<file path="src/rtl/cfu_pkg.sv">
package cfu_pkg;
  localparam int OPC_LSB = 8;
  localparam int OPC_W   = 8;
  localparam logic [OPC_W-1:0] OPC_FLOW = 8'h04;

  // flag positions inside the first word
  localparam int BIT_REL   = 7;
  localparam int BIT_PUSH  = 6;
  localparam int BIT_POP   = 5;
  localparam int BIT_TRAP  = 4;
  localparam int BIT_IEWR  = 3;
  localparam int BIT_IEVAL = 2;

  typedef struct packed {
    logic rel;
    logic push;
    logic pop;
    logic trap;
    logic ieWr;
    logic ieVal;
  } flags_t;

  // control -> datapath strobes
  typedef struct packed {
    logic capture;
    logic popIssue;
    logic finReg;
    logic finPop;
    logic trapGo;
    logic badOp;
  } strobe_t;

  // datapath -> control decode
  typedef struct packed {
    logic opOk;
    logic popSel;
    logic trapReq;
  } decode_t;

  typedef enum logic [1:0] {ST_IDLE, ST_EXEC, ST_POPW} state_t;
endpackage

</file>
<file path="src/rtl/cfu_ctrl.sv">
module cfu_ctrl
  import cfu_pkg::*;
(
  input  logic    clk,
  input  logic    rstN,
  input  logic    start,
  input  decode_t dec,
  output strobe_t strb,
  output logic    busy,
  output logic    done,
  output logic    err
);
  state_t state, stateNext;

  always_ff @(posedge clk) begin
    if (!rstN) state <= ST_IDLE;
    else       state <= stateNext;
  end

  always_comb begin
    stateNext = state;
    strb = '0;
    unique case (state)
      ST_IDLE: begin
        if (start) begin
          strb.capture = 1'b1;
          stateNext = ST_EXEC;
        end
      end
      ST_EXEC: begin
        stateNext = ST_IDLE;
        if (!dec.opOk)        strb.badOp = 1'b1;
        else if (dec.trapReq) strb.trapGo = 1'b1;
        else if (dec.popSel) begin
          strb.popIssue = 1'b1;
          stateNext = ST_POPW;
        end
        else                  strb.finReg = 1'b1;
      end
      ST_POPW: begin
        strb.finPop = 1'b1;
        stateNext = ST_IDLE;
      end
      default: stateNext = ST_IDLE;
    endcase
  end

  assign busy = (state != ST_IDLE);
  assign done = strb.badOp | strb.trapGo | strb.finReg | strb.finPop;
  assign err  = strb.badOp;

  AST_DONE_SINGLE: assert property (@(posedge clk) disable iff (!rstN) done |=> !done);
  AST_ERR_WITH_DONE: assert property (@(posedge clk) disable iff (!rstN) err |-> done);
  AST_POP_COMPLETES: assert property (@(posedge clk) disable iff (!rstN) strb.popIssue |=> strb.finPop);
  AST_BUSY_NO_CAPTURE: assert property (@(posedge clk) disable iff (!rstN) busy |-> !strb.capture);
endmodule

</file>
<file path="src/rtl/cfu_datapath.sv">
module cfu_datapath
  import cfu_pkg::*;
#(
  parameter int DataW = 16,
  parameter int IdxW  = 5,
  parameter int Step  = 2
) (
  input  logic             clk,
  input  logic             rstN,
  input  logic [DataW-1:0] instr0,
  input  logic [DataW-1:0] instr1,
  input  logic [DataW-1:0] pcIn,
  input  logic [DataW-1:0] spIn,
  input  logic [DataW-1:0] rfRdData,
  input  logic [DataW-1:0] memRdata,
  input  strobe_t          strb,
  output decode_t          dec,
  output logic [IdxW-1:0]  rfRdIdx,
  output logic             memRe,
  output logic             memWe,
  output logic [DataW-1:0] memAddr,
  output logic [DataW-1:0] memWdata,
  output logic             pcWe,
  output logic [DataW-1:0] pcNext,
  output logic             spWe,
  output logic [DataW-1:0] spNext,
  output logic             intEn
);
  localparam int IdxLsb = DataW - IdxW;
  localparam logic [DataW-1:0] StepW = DataW'(Step);
  localparam logic [DataW-1:0] One   = DataW'(1);

  logic [OPC_W-1:0] opcR;
  flags_t           flgR;
  logic [IdxW-1:0]  idxR;
  logic [DataW-1:0] pcR, spR;
  logic             ieR;
  flags_t           flgIn;
  logic [DataW-1:0] target, jumpDest, retAddr;
  logic             finish, commit;

  // bits of the words that carry no meaning for this class
  logic unusedBits;
  assign unusedBits = ^{instr0[1:0], instr1[IdxLsb-1:0]};

  assign flgIn = '{rel:   instr0[BIT_REL],   push: instr0[BIT_PUSH],
                   pop:   instr0[BIT_POP],   trap: instr0[BIT_TRAP],
                   ieWr:  instr0[BIT_IEWR],  ieVal: instr0[BIT_IEVAL]};

  always_ff @(posedge clk) begin
    if (!rstN) begin
      opcR <= '0;
      flgR <= '0;
      idxR <= '0;
      pcR  <= '0;
      spR  <= '0;
      ieR  <= 1'b0;
    end else begin
      if (strb.capture) begin
        opcR <= instr0[OPC_LSB +: OPC_W];
        flgR <= flgIn;
        idxR <= instr1[IdxLsb +: IdxW];
        pcR  <= pcIn;
        spR  <= spIn;
      end
      if (strb.popIssue) spR <= spR + One;   // pre-increment before the read
      if (commit && flgR.ieWr) ieR <= flgR.ieVal;
    end
  end

  assign dec.opOk    = (opcR == OPC_FLOW);
  assign dec.popSel  = flgR.pop;
  assign dec.trapReq = flgR.trap & ieR;

  assign finish   = strb.finReg | strb.finPop;
  assign commit   = finish | strb.trapGo;
  assign target   = strb.finPop ? memRdata : rfRdData;
  assign jumpDest = flgR.rel ? (pcR + target) : target;
  assign retAddr  = pcR + StepW;

  assign rfRdIdx  = idxR;
  assign memRe    = strb.popIssue;
  assign memWe    = commit & flgR.push;
  assign memAddr  = strb.popIssue ? (spR + One) : spR;
  assign memWdata = retAddr;
  assign pcWe     = commit;
  assign pcNext   = strb.trapGo ? '0 : jumpDest;
  assign spWe     = (finish & (flgR.push | flgR.pop)) | (strb.trapGo & flgR.push);
  assign spNext   = flgR.push ? (spR - One) : spR;
  assign intEn    = ieR;

  AST_ONE_MEM_OP: assert property (@(posedge clk) disable iff (!rstN) !(memRe && memWe));
  AST_TRAP_NO_READ: assert property (@(posedge clk) disable iff (!rstN) strb.trapGo |-> !memRe);
  AST_PUSH_LOWERS_SP: assert property (@(posedge clk) disable iff (!rstN) memWe |-> (spWe && spNext == memAddr - One));
  AST_IE_ONLY_AT_COMMIT: assert property (@(posedge clk) disable iff (!rstN) !commit |=> $stable(intEn));
endmodule

</file>
<file path="src/rtl/cfu_top.sv">
module cfu_top
  import cfu_pkg::*;
#(
  parameter int DataW = 16,
  parameter int IdxW  = 5,
  parameter int Step  = 2
) (
  input  logic             clk,
  input  logic             rstN,
  input  logic             start,
  input  logic [DataW-1:0] instr0,
  input  logic [DataW-1:0] instr1,
  input  logic [DataW-1:0] pcIn,
  input  logic [DataW-1:0] spIn,
  input  logic [DataW-1:0] rfRdData,
  input  logic [DataW-1:0] memRdata,
  output logic             busy,
  output logic             done,
  output logic             err,
  output logic [IdxW-1:0]  rfRdIdx,
  output logic             memRe,
  output logic             memWe,
  output logic [DataW-1:0] memAddr,
  output logic [DataW-1:0] memWdata,
  output logic             pcWe,
  output logic [DataW-1:0] pcNext,
  output logic             spWe,
  output logic [DataW-1:0] spNext,
  output logic             intEn
);
  strobe_t strb;
  decode_t dec;

  cfu_ctrl uCtrl (
    .clk(clk), .rstN(rstN), .start(start), .dec(dec), .strb(strb),
    .busy(busy), .done(done), .err(err)
  );

  cfu_datapath #(.DataW(DataW), .IdxW(IdxW), .Step(Step)) uPath (
    .clk(clk), .rstN(rstN), .instr0(instr0), .instr1(instr1),
    .pcIn(pcIn), .spIn(spIn), .rfRdData(rfRdData), .memRdata(memRdata),
    .strb(strb), .dec(dec), .rfRdIdx(rfRdIdx), .memRe(memRe), .memWe(memWe),
    .memAddr(memAddr), .memWdata(memWdata), .pcWe(pcWe), .pcNext(pcNext),
    .spWe(spWe), .spNext(spNext), .intEn(intEn)
  );

  AST_PCWE_WITH_DONE: assert property (@(posedge clk) disable iff (!rstN) pcWe |-> done);
  AST_ERR_NO_WRITE: assert property (@(posedge clk) disable iff (!rstN) err |-> (!pcWe && !spWe && !memWe));
endmodule

</file>
<file path="config.mk">
export PLATFORM = sky130hd
export DESIGN_NAME = cfu_top
export DESIGN_NICKNAME = d
export VERILOG_FILES = /design/src/rtl/cfu_pkg.sv /design/src/rtl/cfu_ctrl.sv /design/src/rtl/cfu_datapath.sv /design/src/rtl/cfu_top.sv
export SDC_FILE = /design/constraint.sdc
export NUM_CORES = 1
export LEC_CHECK = 0
export ABC_AREA = 1
export BUFFER_PORTS_ARGS = -buffer_cell sky130_fd_sc_hd__buf_2
export CORE_ASPECT_RATIO = 2
export CORE_MARGIN = 5
export CORE_UTILIZATION = 30
export DETAILED_ROUTE_END_ITERATION = 10
export SKIP_LAST_GASP = 1
export SLEW_MARGIN = 0
export SYNTH_ARGS = -nofsm -noshare
export SYNTH_HDL_FRONTEND = slang
export SYNTH_HIERARCHICAL = 1
export SYNTH_SLANG_ARGS = --single-unit
</file>
<file path="constraint.sdc">
create_clock -name clk -period 2.9 [get_ports clk]
set_input_delay 0.29 -clock clk [delete_from_list [all_inputs] [get_ports clk]]
set_output_delay 0.29 -clock clk [all_outputs]
set_load 0.1 [all_outputs]
</file>
== Yosys cells after proc, flatten, opt, wreduce, memory -nomap -nowiden ==
Index checks and enable logic that the tools add are counted.

* Add/sub/neg operators: 4
* $mul: 0
* Div/mod/pow operators: 0
* Order comparisons: 0
* Equal/unequal tests: 4
* Shift-type cells: 0
* Mux-type cells: 24
* Bitwise logic cells: 11
* Reductions and logical operators: 4

{| class="wikitable"
|+ Operators with widths
! kind !! count
|-
| $mux W16 || 7
|-
| $add A16 B1 Y16 const B || 1
|-
| $add A16 B16 Y16 || 1
|-
| $add A16 B2 Y16 const B || 1
|-
| $mux W2 || 8
|-
| $sub A16 B1 Y16 const B || 1
|-
| $eq A8 B3 Y1 const B || 1
|-
| $mux W1 || 8
|-
| $or A1 B1 Y1 || 7
|-
| $and A1 B1 Y1 || 4
|-
| $pmux W2 S2 || 1
|-
| $reduce_bool A2 Y1 || 2
|-
| $eq A2 B1 Y1 const B || 1
|-
| $eq A2 B2 Y1 const B || 1
|-
| $logic_not A2 Y1 || 1
|-
| $ne A2 B2 Y1 const B || 1
|-
| $logic_and A1 B1 Y1 || 1
|}

* Register bits after elaboration: 54
* Bits in latches: 0
* Bits in writable memories: 0
* Memory bits (read-only): 0
* Bits of input ports: 99
* Output and inout bits: 77
* Memories: 0

== Logic depth before layout (Yosys ltp) ==
Gate-level depths: netlist (run 1).

* Word-level depth: 7
* Mapped depth: 20
* Mapped depth without buffers: 18

== Modules after synthesis ==
Netlist (run 1), hierarchy kept.

{| class="wikitable"
|+ Modules (own cells, without submodules)
! module !! times used !! cells an instance !! area each (um^2)
|-
| cfu_datapath || 1 || 738 || 4419.2
|-
| cfu_ctrl || 1 || 25 || 165.2
|}

== Worst setup path before layout (run 1) ==
No wires, ideal clock.

* Path kind: reg-to-output
* From: register uPath.ieR, in the netlist uPath/intEn
* To: output port spWe
* Data arrival time: 4.439 ns
* Data required time: 2.610 ns
* Setup slack: -1.829 ns
* Stages on the path, launching flop included: 9
* Cell sequence: dfxtp_1 > nand2_1 > inv_1 > nand2_1 > nor2_1 > inv_1 > nand2_1 > inv_1 > o21ai_0

{| class="wikitable"
|+ RTL lines
! item !! line !! RTL
|-
| from (decl) || cfu_datapath.sv:37 || <nowiki>logic ieR;</nowiki>
|-
| from (signal assigned) || cfu_datapath.sv:67 || <nowiki>if (commit && flgR.ieWr) ieR <= flgR.ieVal;</nowiki>
|-
| to (decl) || cfu_top.sv:27 || <nowiki>output logic spWe,</nowiki>
|}

==> results by group, run 1 <==
Worst setup path
  • Worst setup path class: flip-flop to primary output
  • Critical path endpoint category: primary output
  • Worst EP arrival: 2.54 ns
  • Crit path required time: 2.61 ns
  • Crit path launch type: flip-flop
  • Critical path fanouts, max: 7

Timing
  • WHS: 0.2180 ns
  • Slew HR: 44.91%
  • Final Setup Violations: 0
  • Achievable Freq: 353.5 MHz
  • Setup TNS: 0 ns
  • RSZ-0062 raised after global routing: true
  • Fin crit share: 97.55%
  • Final Max Tran Viols: 0
  • Clock skew: 0.006887 ns
  • Worst setup margin: 0.07111 ns
  • Minimum clock period after layout: 2.829 ns
  • Final hold viol count: 0
  • Worst-Margin Slew: 0.8252 ns

Global routing
  • First-pass GRT wire length: 25.02 mm
  • Pin count of the biggest net entering global routing: 53
  • Global-route usage over all layers: 16.48%
  • Grt ovf: 0
  • Initial antenna violation count: 3
  • Vias in the first global route: 5211

Route
  • DRT antenna net count: 0
  • DR iter-0 viols: 179
  • WL/cell: 13.74 um
  • Drt via density: 4.707
  • Drc violations: 0
  • Via count: 5262
  • Final wirelength: 15.36 mm
  • TritonRoute pass-1 iters: 5

Placed design
  • Half-perimeter wire length after detailed placement: 11.83 mm
  • RD Place Congestion: 0.8650
  • Post-place setup slack: 0.04440 ns
  • Placed Area: 6220 sq um
  • PortBufs: 162
  • Placed Instances: 1098

Clock network
  • CTS Buf Count: 5
  • Sink Count: 54
  • Clock slew seen by the registers of the worst setup and hold paths: 0.08 ns
  • Clk root buf: clkbuf_16
  • Clock Tree Buf Depth: 2
  • CTS tree: done
  • H-tree lvl count: 2
  • Clock latency on the worst-skew pair: 0.29 ns
  • CTS Hold Bufs: 0

Synthesis
  • Syn Nets: 880
  • Avg Cell Area, Syn: 6.006 sq um
  • Mapped Area: 4577 sq um
  • Post-synthesis cell count: 762
  • Synthesis Warnings: 6

Hold path
  • HP Class: primary input to flip-flop

Cells and area
  • ANT cells: 0
  • Most frequent cells in the layout: nand2_1, buf_2, nor2_1
  • Commonest non-fill, non-tap cell in the layout: nand2_1
  • Fin util: 45.63%
  • Area of the multi-input gates: 3443 sq um
  • Non-Filler Instances: 1118
  • Area grow syn2layout: 50.87%
  • Storage cell area: 1084 sq um
  • Fillers: 1554
  • Share of cells above drive strength 1: 37.93%
  • Nets: 1037
  • Fin area: 6905 sq um

Floorplanning
  • DIE AREA: 17980 sq um
  • Die X: 97.34 um
  • FP Rows: 64
  • Starting Density: 30.24%
  • Io pins: 176
  • Die Ht: 184.7 um
  • Core region area: 15130 sq um

Power and ir drop
  • Leakage power total: 3.244 nW
  • Total Power: 3.132 mW
  • PwrDens: 453.5 nW/um^2
  • Peak supply drop: 244.3 uV

Outcome
  • Status: complete, no violations

Job
  • Max cap viols: 0
## what timing repair did
| item | in CTS | in global routing |
|---|---|---|
| resized for setup | 32 | 72 |
| pin swaps | 5 | 25 |
| buffers inserted | 4 | 7 |
| endpoints found under the setup margin | 11 | 19 |
| gates cloned | 1 | 0 |
## sequential cells by signal, indices dropped and copies added, names as in the netlist
| register | cells |
|---|---|
| uPath/pcR | 16 |
| uPath/spR | 16 |
| uPath/opcR | 8 |
| uPath/flgR | 5 |
| uPath/rfRdIdx | 5 |
| uCtrl/state | 2 |
| uPath/dec | 1 |
| uPath/intEn | 1 |
## cell type report
cell class | instances | area share [%]
Clock buffer | 5 | 1.812
Multi-Input combinational cell | 568 | 49.86
Inverter | 108 | 6.505
Sequential cell | 54 | 15.69
Timing Repair Buffer | 182 | 22.18
Tap cell | 198 | 3.588
Clock inverter | 3 | 0.3624
## critical path, cell delays in order (launching register included)
cell and delay, ns:
dfxtp_2 0.34, inv_2 0.05, nand2_4 0.08, inv_8 0.05
bufbuf_16 0.27, nand2_1 0.07, nand2_2 0.08, ha_4 0.27
nand2_2 0.10, inv_2 0.05, nand2_2 0.05, nand2_2 0.06
a21oi_2 0.18, nand2_1 0.07, nand2_1 0.07, nand3_2 0.06
nand2_2 0.12, clkinvlp_4 0.10, buf_12 0.17
## power by group
part	internal [mW]	switching [mW]
clock	0.325	0.280
sequential	0.797	0.0832
combinational	0.479	1.17
## final timing paths
kind	depth (start not counted)	slack, ns	end	startpoint
worst max-delay path	18	0.07	pcNext[15]	uCtrl/state[0]
worst min-delay path	3	0.22	uPath/pcR[9]	pcIn[9]
worst max register to register	13	0.68	uPath/spR[10]	uPath/opcR[6]
worst min register to register	2	0.46	uPath/opcR[1]	uPath/opcR[1]
## per-layer routing
metal	up-vias	wire length, um	share of wire (%)	track usage [%]
li1	2730	-	-	-
met1	2362	6869	45	21.28
met2	150	7140	46	27.77
met3	14	1201	7.8	5.341
met4	6	108	0.70	1.997
met5	-	40	0.26	0
(Power assumes the default switching activity.)
==> inputs of run 2 (changes only) <==
CELL_PAD_IN_SITES_DETAIL_PLACEMENT = 1   (was not set)
CELL_PAD_IN_SITES_GLOBAL_PLACEMENT = 1   (was not set)
CORE_UTILIZATION = 33   (was 30)
PLACE_DENSITY_LB_ADDON = 0.1   (was not set)
==> run 2 against run 1 <==
  * Clock skew down 0.0010 ns
  * Combinational power about the same
  * Worst hold slack worse by 0.0083 ns
  * Power up 4.5%
  * Die area down 8.4%
  * Register-to-register slack worse by 0.09 ns
  * Maximum frequency down 0.45%
  * Critical path depth unchanged
  * Critical path type unchanged
  * Largest cell class unchanged
  * Largest power group unchanged
==> results by group, run 2 (synthesis gave the netlist of run 1 again) <==
Power and ir drop
  • Peak supply drop: 302.3 uV
  • Logic pwr share: 50.8%
  • Int Pwr: 1.711 mW
  • PwrDens: 470.9 nW/um^2
  • Total Power: 3.273 mW
  • Leakage power total: 3.319 nW
  • Sw Share: 47.72%
  • Part of the power in registers: 26.9%
  • Clock power frac: 22.3%
  • P_sw: 1.562 mW

Route
  • Final wirelength: 17.68 mm
  • Met1 WL: 7.706 mm
  • DRT antenna net count: 0
  • DR iter-0 viols: 213
  • TritonRoute pass-1 iters: 4
  • Met2 WL: 8.721 mm
  • Drc violations: 0
  • Via count: 5542
  • WL/cell: 16.30 um
  • DR top layer: met5
  • Drt via density: 5.108
  • Routed met3 length: 1.025 mm

Timing
  • WHS: 0.2097 ns
  • Clock skew: 0.005876 ns
  • Fin crit share: 97.99%
  • Final Max Tran Viols: 0
  • Slew HR: 49.94%
  • Minimum clock period after layout: 2.842 ns
  • Final Setup Violations: 0
  • RSZ-0062 raised after global routing: true
  • Final hold viol count: 0
  • Worst-Margin Slew: 0.7509 ns
  • Achievable Freq: 351.9 MHz

Cells and area
  • Area grow syn2layout: 51.86%
  • ANT cells: 0
  • Nets: 1045
  • Area of the multi-input gates: 3432 sq um
  • Share of cells above drive strength 1: 37.07%
  • Most frequent cells in the layout: nand2_1, buf_2, inv_1
  • Commonest non-fill, non-tap cell in the layout: nand2_1
  • Storage cell area: 1086 sq um
  • Biggest regs: uPath/pcR (16), uPath/spR (16), uPath/opcR (8)
  • Fillers: 1823
  • Fin util: 50.59%

Floorplanning
  • Io pins: 176
  • FP Rows: 61
  • Die X: 93.28 um
  • Core region area: 13740 sq um
  • Starting Density: 33.32%
  • Die Ht: 176.6 um
  • DIE AREA: 16470 sq um

Hold path
  • Hold_sp: instr0[13]
  • Hold endpoint: uPath/opcR[5]
  • WHS Path Cells: 3
  • HP Class: primary input to flip-flop

Global routing
  • Pin count of the biggest net entering global routing: 53
  • Global-route usage over all layers: 20.68%
  • Grt ovf: 0
  • First-pass GRT wire length: 27.90 mm
  • Initial antenna violation count: 1
  • Vias in the first global route: 5643

Worst setup path
  • Crit path required time: 2.61 ns
  • Crit path launch type: flip-flop
  • Flop2flop setup slack: 0.59 ns
  • Critical path fanouts, max: 5
  • R2R Path End: uPath/spR[10]
  • Worst reg2reg path startpoint: uPath/opcR[6]
  • Worst r2r path cells: 13
  • Worst setup path class: flip-flop to primary output
  • Worst EP arrival: 2.55 ns
  • Critical path endpoint category: primary output

Clock network
  • Clock latency on the worst-skew pair: 0.30 ns
  • CTS Buf Count: 5
  • Clk root buf: clkbuf_16
  • H-tree lvl count: 2
  • Sink Count: 54
  • Clock slew seen by the registers of the worst setup and hold paths: 0.08 ns
  • CTS tree: done
  • Clock Tree Buf Depth: 2

Placed design
  • PortBufs: 162
  • Half-perimeter wire length after detailed placement: 13.31 mm
  • RD Place Congestion: 0.8451

Outcome
  • Status: complete, no violations

Job
  • Max cap viols: 0
run 2: cell types whose count changed in the layout (fill, tap and decap cells not counted), sizes merged:
cell / change
buf: +7
bufbuf: -1
bufinv: +1
clkbuf: +2
clkinv: -1
run 2: area by class of cell:
cell class	count	area share (%)
Multi-Input combinational cell	568	49.38
Timing Repair Buffer	189	22.97
Sequential cell	54	15.63
Inverter	108	6.589
Tap cell	157	2.826
Clock buffer	6	1.998
Clock inverter	2	0.5581
Timing Repair inverter	1	0.05401
run 2: how the worst max path moves through the flow:
stage | depth (start not counted) | to | startpoint | slack (ns)
after detailed placement | 19 | pcNext[14] | uCtrl/state[0] | 0.02
after CTS | 12 | spWe | uPath/opcR[6] | 0.003
after global routing | 19 | pcNext[15] | uCtrl/state[0] | -0.12
final | 18 | pcNext[12] | uCtrl/state[0] | 0.06
after global placement | 16 | pcNext[8] | uCtrl/state[0] | 0.1
after floorplan | 10 | memAddr[12] | uPath/opcR[6] | -0.30
run 2: critical path, stage by stage, from the launching register on:
cell and delay, ns:
dfxtp_2 0.34, inv_2 0.05, nand2_4 0.08, inv_8 0.06
buf_6 0.12, nand2_1 0.06, nand2_2 0.07, ha_4 0.17
fa_2 0.36, nand2_2 0.07, nand2_2 0.07, and2_4 0.16
nand3_2 0.07, nand3_2 0.07, nand2_2 0.07, nand3_2 0.06
nand2_2 0.09, clkinvlp_4 0.10, buf_12 0.17
run 2: metrics by stage:
step | instances | TNS [ns] | setup WS, ns | instance area, sq um
after floorplan | 762 | -2.215 | -0.2963 | 4726
after global placement | 1060 | 0 | 0.09995 | 6193
after detailed placement | 1060 | 0 | 0.01605 | 6193
after CTS | 1073 | 0 | 0.002722 | 6589
after global routing | 1085 | -0.4438 | -0.1173 | 6950
final | 1085 | 0 | 0.05831 | 6950
run 2: timing repair:
item / 4_1_cts / 5_1_grt
hold endpoints to repair: 0 / 0
gates resized for setup: 47 / 56
hold buffers: 0 / 0
setup endpoints to repair: 13 / 27
pin swaps: 8 / 9
cloned: 1 / 1
setup buffers: 4 / 11
run 2: power by group through the flow:
| stage | sequential, mW | clock [mW] | combinational, mW |
|---|---|---|---|
| after floorplan | 0.892 | 0 | 1.13 |
| after global placement | 0.886 | 0 | 1.55 |
| after detailed placement | 0.888 | 0 | 1.57 |
| after CTS | 0.874 | 0.750 | 1.61 |
| after global routing | 0.890 | 0.784 | 1.76 |
| final | 0.879 | 0.731 | 1.66 |
run 2: metal layers:
metal | global-route usage (%) | vias to the layer above
met2 | 35.32 | 137
met1 | 26.89 | 2651
li1 | - | 2735
met5 | 0 | -
met3 | 4.563 | 17
met4 | 3.303 | 2
==> inputs of run 3 (changes only) <==
RECOVER_POWER = 100   (was not set)
==> run 3 against run 2 <==
  * The flow now finishes with violations (max-capacitance violations, max-slew violations)
  * Utilization is 2.0 points lower
  * Clock skew is 0.00053 ns higher
  * Largest cell class unchanged
  * Via count is 0.16% lower
  * First-iteration DRC count is 8.5% higher
  * Non-clock buffer count stayed put
==> results by group, run 3 (synthesis gave the netlist of run 1 again) <==
Timing
  • Minimum clock period after layout: 2.846 ns
  • Final Max Tran Viols: 48
  • RSZ-0062 raised after global routing: true
  • Clock skew: 0.006403 ns
  • WHS: 0.2103 ns
  • Final hold viol count: 0
  • Fin crit share: 98.15%
  • Achievable Freq: 351.3 MHz
  • Final Setup Violations: 0
  • Setup TNS: 0 ns
  • Slew HR: -20.67%
  • Worst-Margin Slew: 1.810 ns

Clock network
  • Clock slew seen by the registers of the worst setup and hold paths: 0.08 ns
  • CTS tree: done
  • Clock Tree Buf Depth: 2
  • Clock latency on the worst-skew pair: 0.30 ns
  • CTS Buf Count: 5
  • H-tree lvl count: 2
  • Clk root buf: clkbuf_16
  • Sink Count: 54

Cells and area
  • Commonest non-fill, non-tap cell in the layout: nand2_1
  • Most frequent cells in the layout: nand2_1, buf_2, inv_1
  • Biggest regs: uPath/pcR (16), uPath/spR (16), uPath/opcR (8)
  • Area grow syn2layout: 45.95%
  • ANT cells: 0
  • Share of cells above drive strength 1: 34.38%
  • Nets: 1045

Global routing
  • Initial antenna violation count: 1
  • First-pass GRT wire length: 27.90 mm
  • Vias in the first global route: 5643
  • Pin count of the biggest net entering global routing: 53
  • Global-route usage over all layers: 20.68%
  • Grt ovf: 0

Placed design
  • Half-perimeter wire length after detailed placement: 13.31 mm
  • PortBufs: 162
  • RD Place Congestion: 0.8451

Worst setup path
  • Critical path fanouts, max: 5
  • CP max stage delay: 0.36 ns
  • Most used cell, CP: nand2_2
  • Slowest CP cell: fa_2
  • CP Cell Sequence: inv_2, nand2_4, inv_8, buf_6, nand2_1, nand2_2, ha_4, fa_2, nand2_2, nand2_2, and2_4, nand3_2, nand3_2, nand2_2, nand3_2, nand2_2, clkinvlp_4, buf_12
  • Flop2flop setup slack: 0.42 ns
  • Crit path launch type: flip-flop
  • Crit path required time: 2.61 ns
  • Worst reg2reg path startpoint: uPath/opcR[6]
  • Critical path endpoint category: primary output
  • R2R Path End: uPath/spR[12]
  • CP top delay family: simple AND/OR/NAND/NOR gates
  • Buf/Inv on CP: 5
  • Worst setup path class: flip-flop to primary output
  • Worst r2r path cells: 12
  • Worst EP arrival: 2.56 ns

Floorplanning
  • Starting Density: 33.32%
  • Core region area: 13740 sq um
  • FP Rows: 61
  • Die Ht: 176.6 um
  • Die X: 93.28 um
  • DIE AREA: 16470 sq um
  • Io pins: 176

Hold path
  • HP Class: primary input to flip-flop
  • Hold_sp: instr0[13]
  • WHS Path Cells: 3
  • Hold endpoint: uPath/opcR[5]

Route
  • Via count: 5533
  • Drt via density: 5.100
  • Drc violations: 0
  • WL/cell: 16.31 um
  • TritonRoute pass-1 iters: 4
  • Final wirelength: 17.70 mm
  • DRT antenna net count: 0
  • DR iter-0 viols: 231

Power and ir drop
  • Peak supply drop: 298.4 uV
  • Sw Share: 48.37%
  • PwrDens: 481.5 nW/um^2
  • Clock power frac: 22.8%
  • Leakage power total: 3.167 nW
  • Part of the power in registers: 27.3%
  • P_sw: 1.556 mW
  • Logic pwr share: 49.9%
  • Int Pwr: 1.661 mW

Job
  • Max cap viols: 1

Outcome
  • Failing checks: max-capacitance violations, max-slew violations
  • Status: finished, violations left
[run 3: changes by cell type in the layout (fill, tap and decap cells not counted), moves of 5 or more]
cell | before | now
clkbuf_1 | 0 | 21
buf_6 | 2 | 7
clkbuf_2 | 1 | 21
buf_12 | 36 | 16
buf_2 | 125 | 87
clkbuf_4 | 0 | 12
[run 3: power groups by stage]
stage / clock network, mW / registers, mW / logic [mW]
6_report: 0.733 / 0.879 / 1.60
5_1_grt: 0.784 / 0.889 / 1.70
3_3_place_gp: 0 / 0.886 / 1.55
4_1_cts: 0.750 / 0.874 / 1.61
3_5_place_dp: 0 / 0.888 / 1.57
2_1_floorplan: 0 / 0.892 / 1.13
[run 3: final cells by class]
class | instances | area [sq um]
clock buffer | 6 | 138.9
timing repair buffer | 189 | 1339
tap | 157 | 196.4
sequential | 54 | 1086
fill | 1856 | 7058
clock inverter | 2 | 38.79
timing repair inverter | 1 | 3.754
inverter | 108 | 457.9
multi-input combinational | 568 | 3420
[run 3: metal layers]
layer	up-vias	track usage [%]	part of all wire [%]
met4	2	3.303	0.85
met2	142	35.32	49
met3	13	4.563	5.8
li1	2739	-	-
met1	2637	26.89	44
met5	-	0	0.073
[run 3: how the worst max path moves through the flow]
stage | from | endpoint | slack (ns) | cells after the start
detailed placement | uCtrl/state[0] | pcNext[14] | 0.02 | 19
floorplan | uPath/opcR[6] | memAddr[12] | -0.30 | 10
global placement | uCtrl/state[0] | pcNext[8] | 0.1 | 16
CTS | uPath/opcR[6] | spWe | 0.003 | 12
finish | uCtrl/state[0] | pcNext[12] | 0.05 | 18
global route | uCtrl/state[0] | pcNext[15] | -0.12 | 19
[run 3: repair_timing]
item | in CTS | in global routing
setup endpoints to repair | 13 | 27
buffers inserted | 4 | 11
gates resized for setup | 47 | 56
hold buffers | 0 | 0
gates cloned | 1 | 1
pin swaps | 8 | 9
[run 3: through the flow]
| step | power, mW | worst slack (ns) | cell area [sq um] | utilization (%) | instances |
|---|---|---|---|---|---|
| 4_1_cts | 3.234 | 0.002722 | 6589 | 47.96 | 1073 |
| 6_report | 3.217 | 0.05369 | 6680 | 48.62 | 1085 |
| 5_1_grt | 3.377 | -0.1173 | 6680 | 48.62 | 1085 |
| 3_3_place_gp | 2.438 | 0.09995 | 6193 | 45.08 | 1060 |
| 3_5_place_dp | 2.461 | 0.01605 | 6193 | 45.08 | 1060 |
| 2_1_floorplan | 2.025 | -0.2963 | 4726 | - | 762 |
[run 3: worst register-to-register path, stage by stage, from the launching register on]
cell and delay, ns:
dfxtp_1 0.31, nor2_1 0.10, nand3_1 0.09, nor3_1 0.13, nor3b_2 0.18, buf_4 0.15
nand3_1 0.16, nor2_4 0.20, buf_12 0.22, nor2_1 0.15, inv_1 0.34, o21ai_0 0.18
a21oi_2 0.21
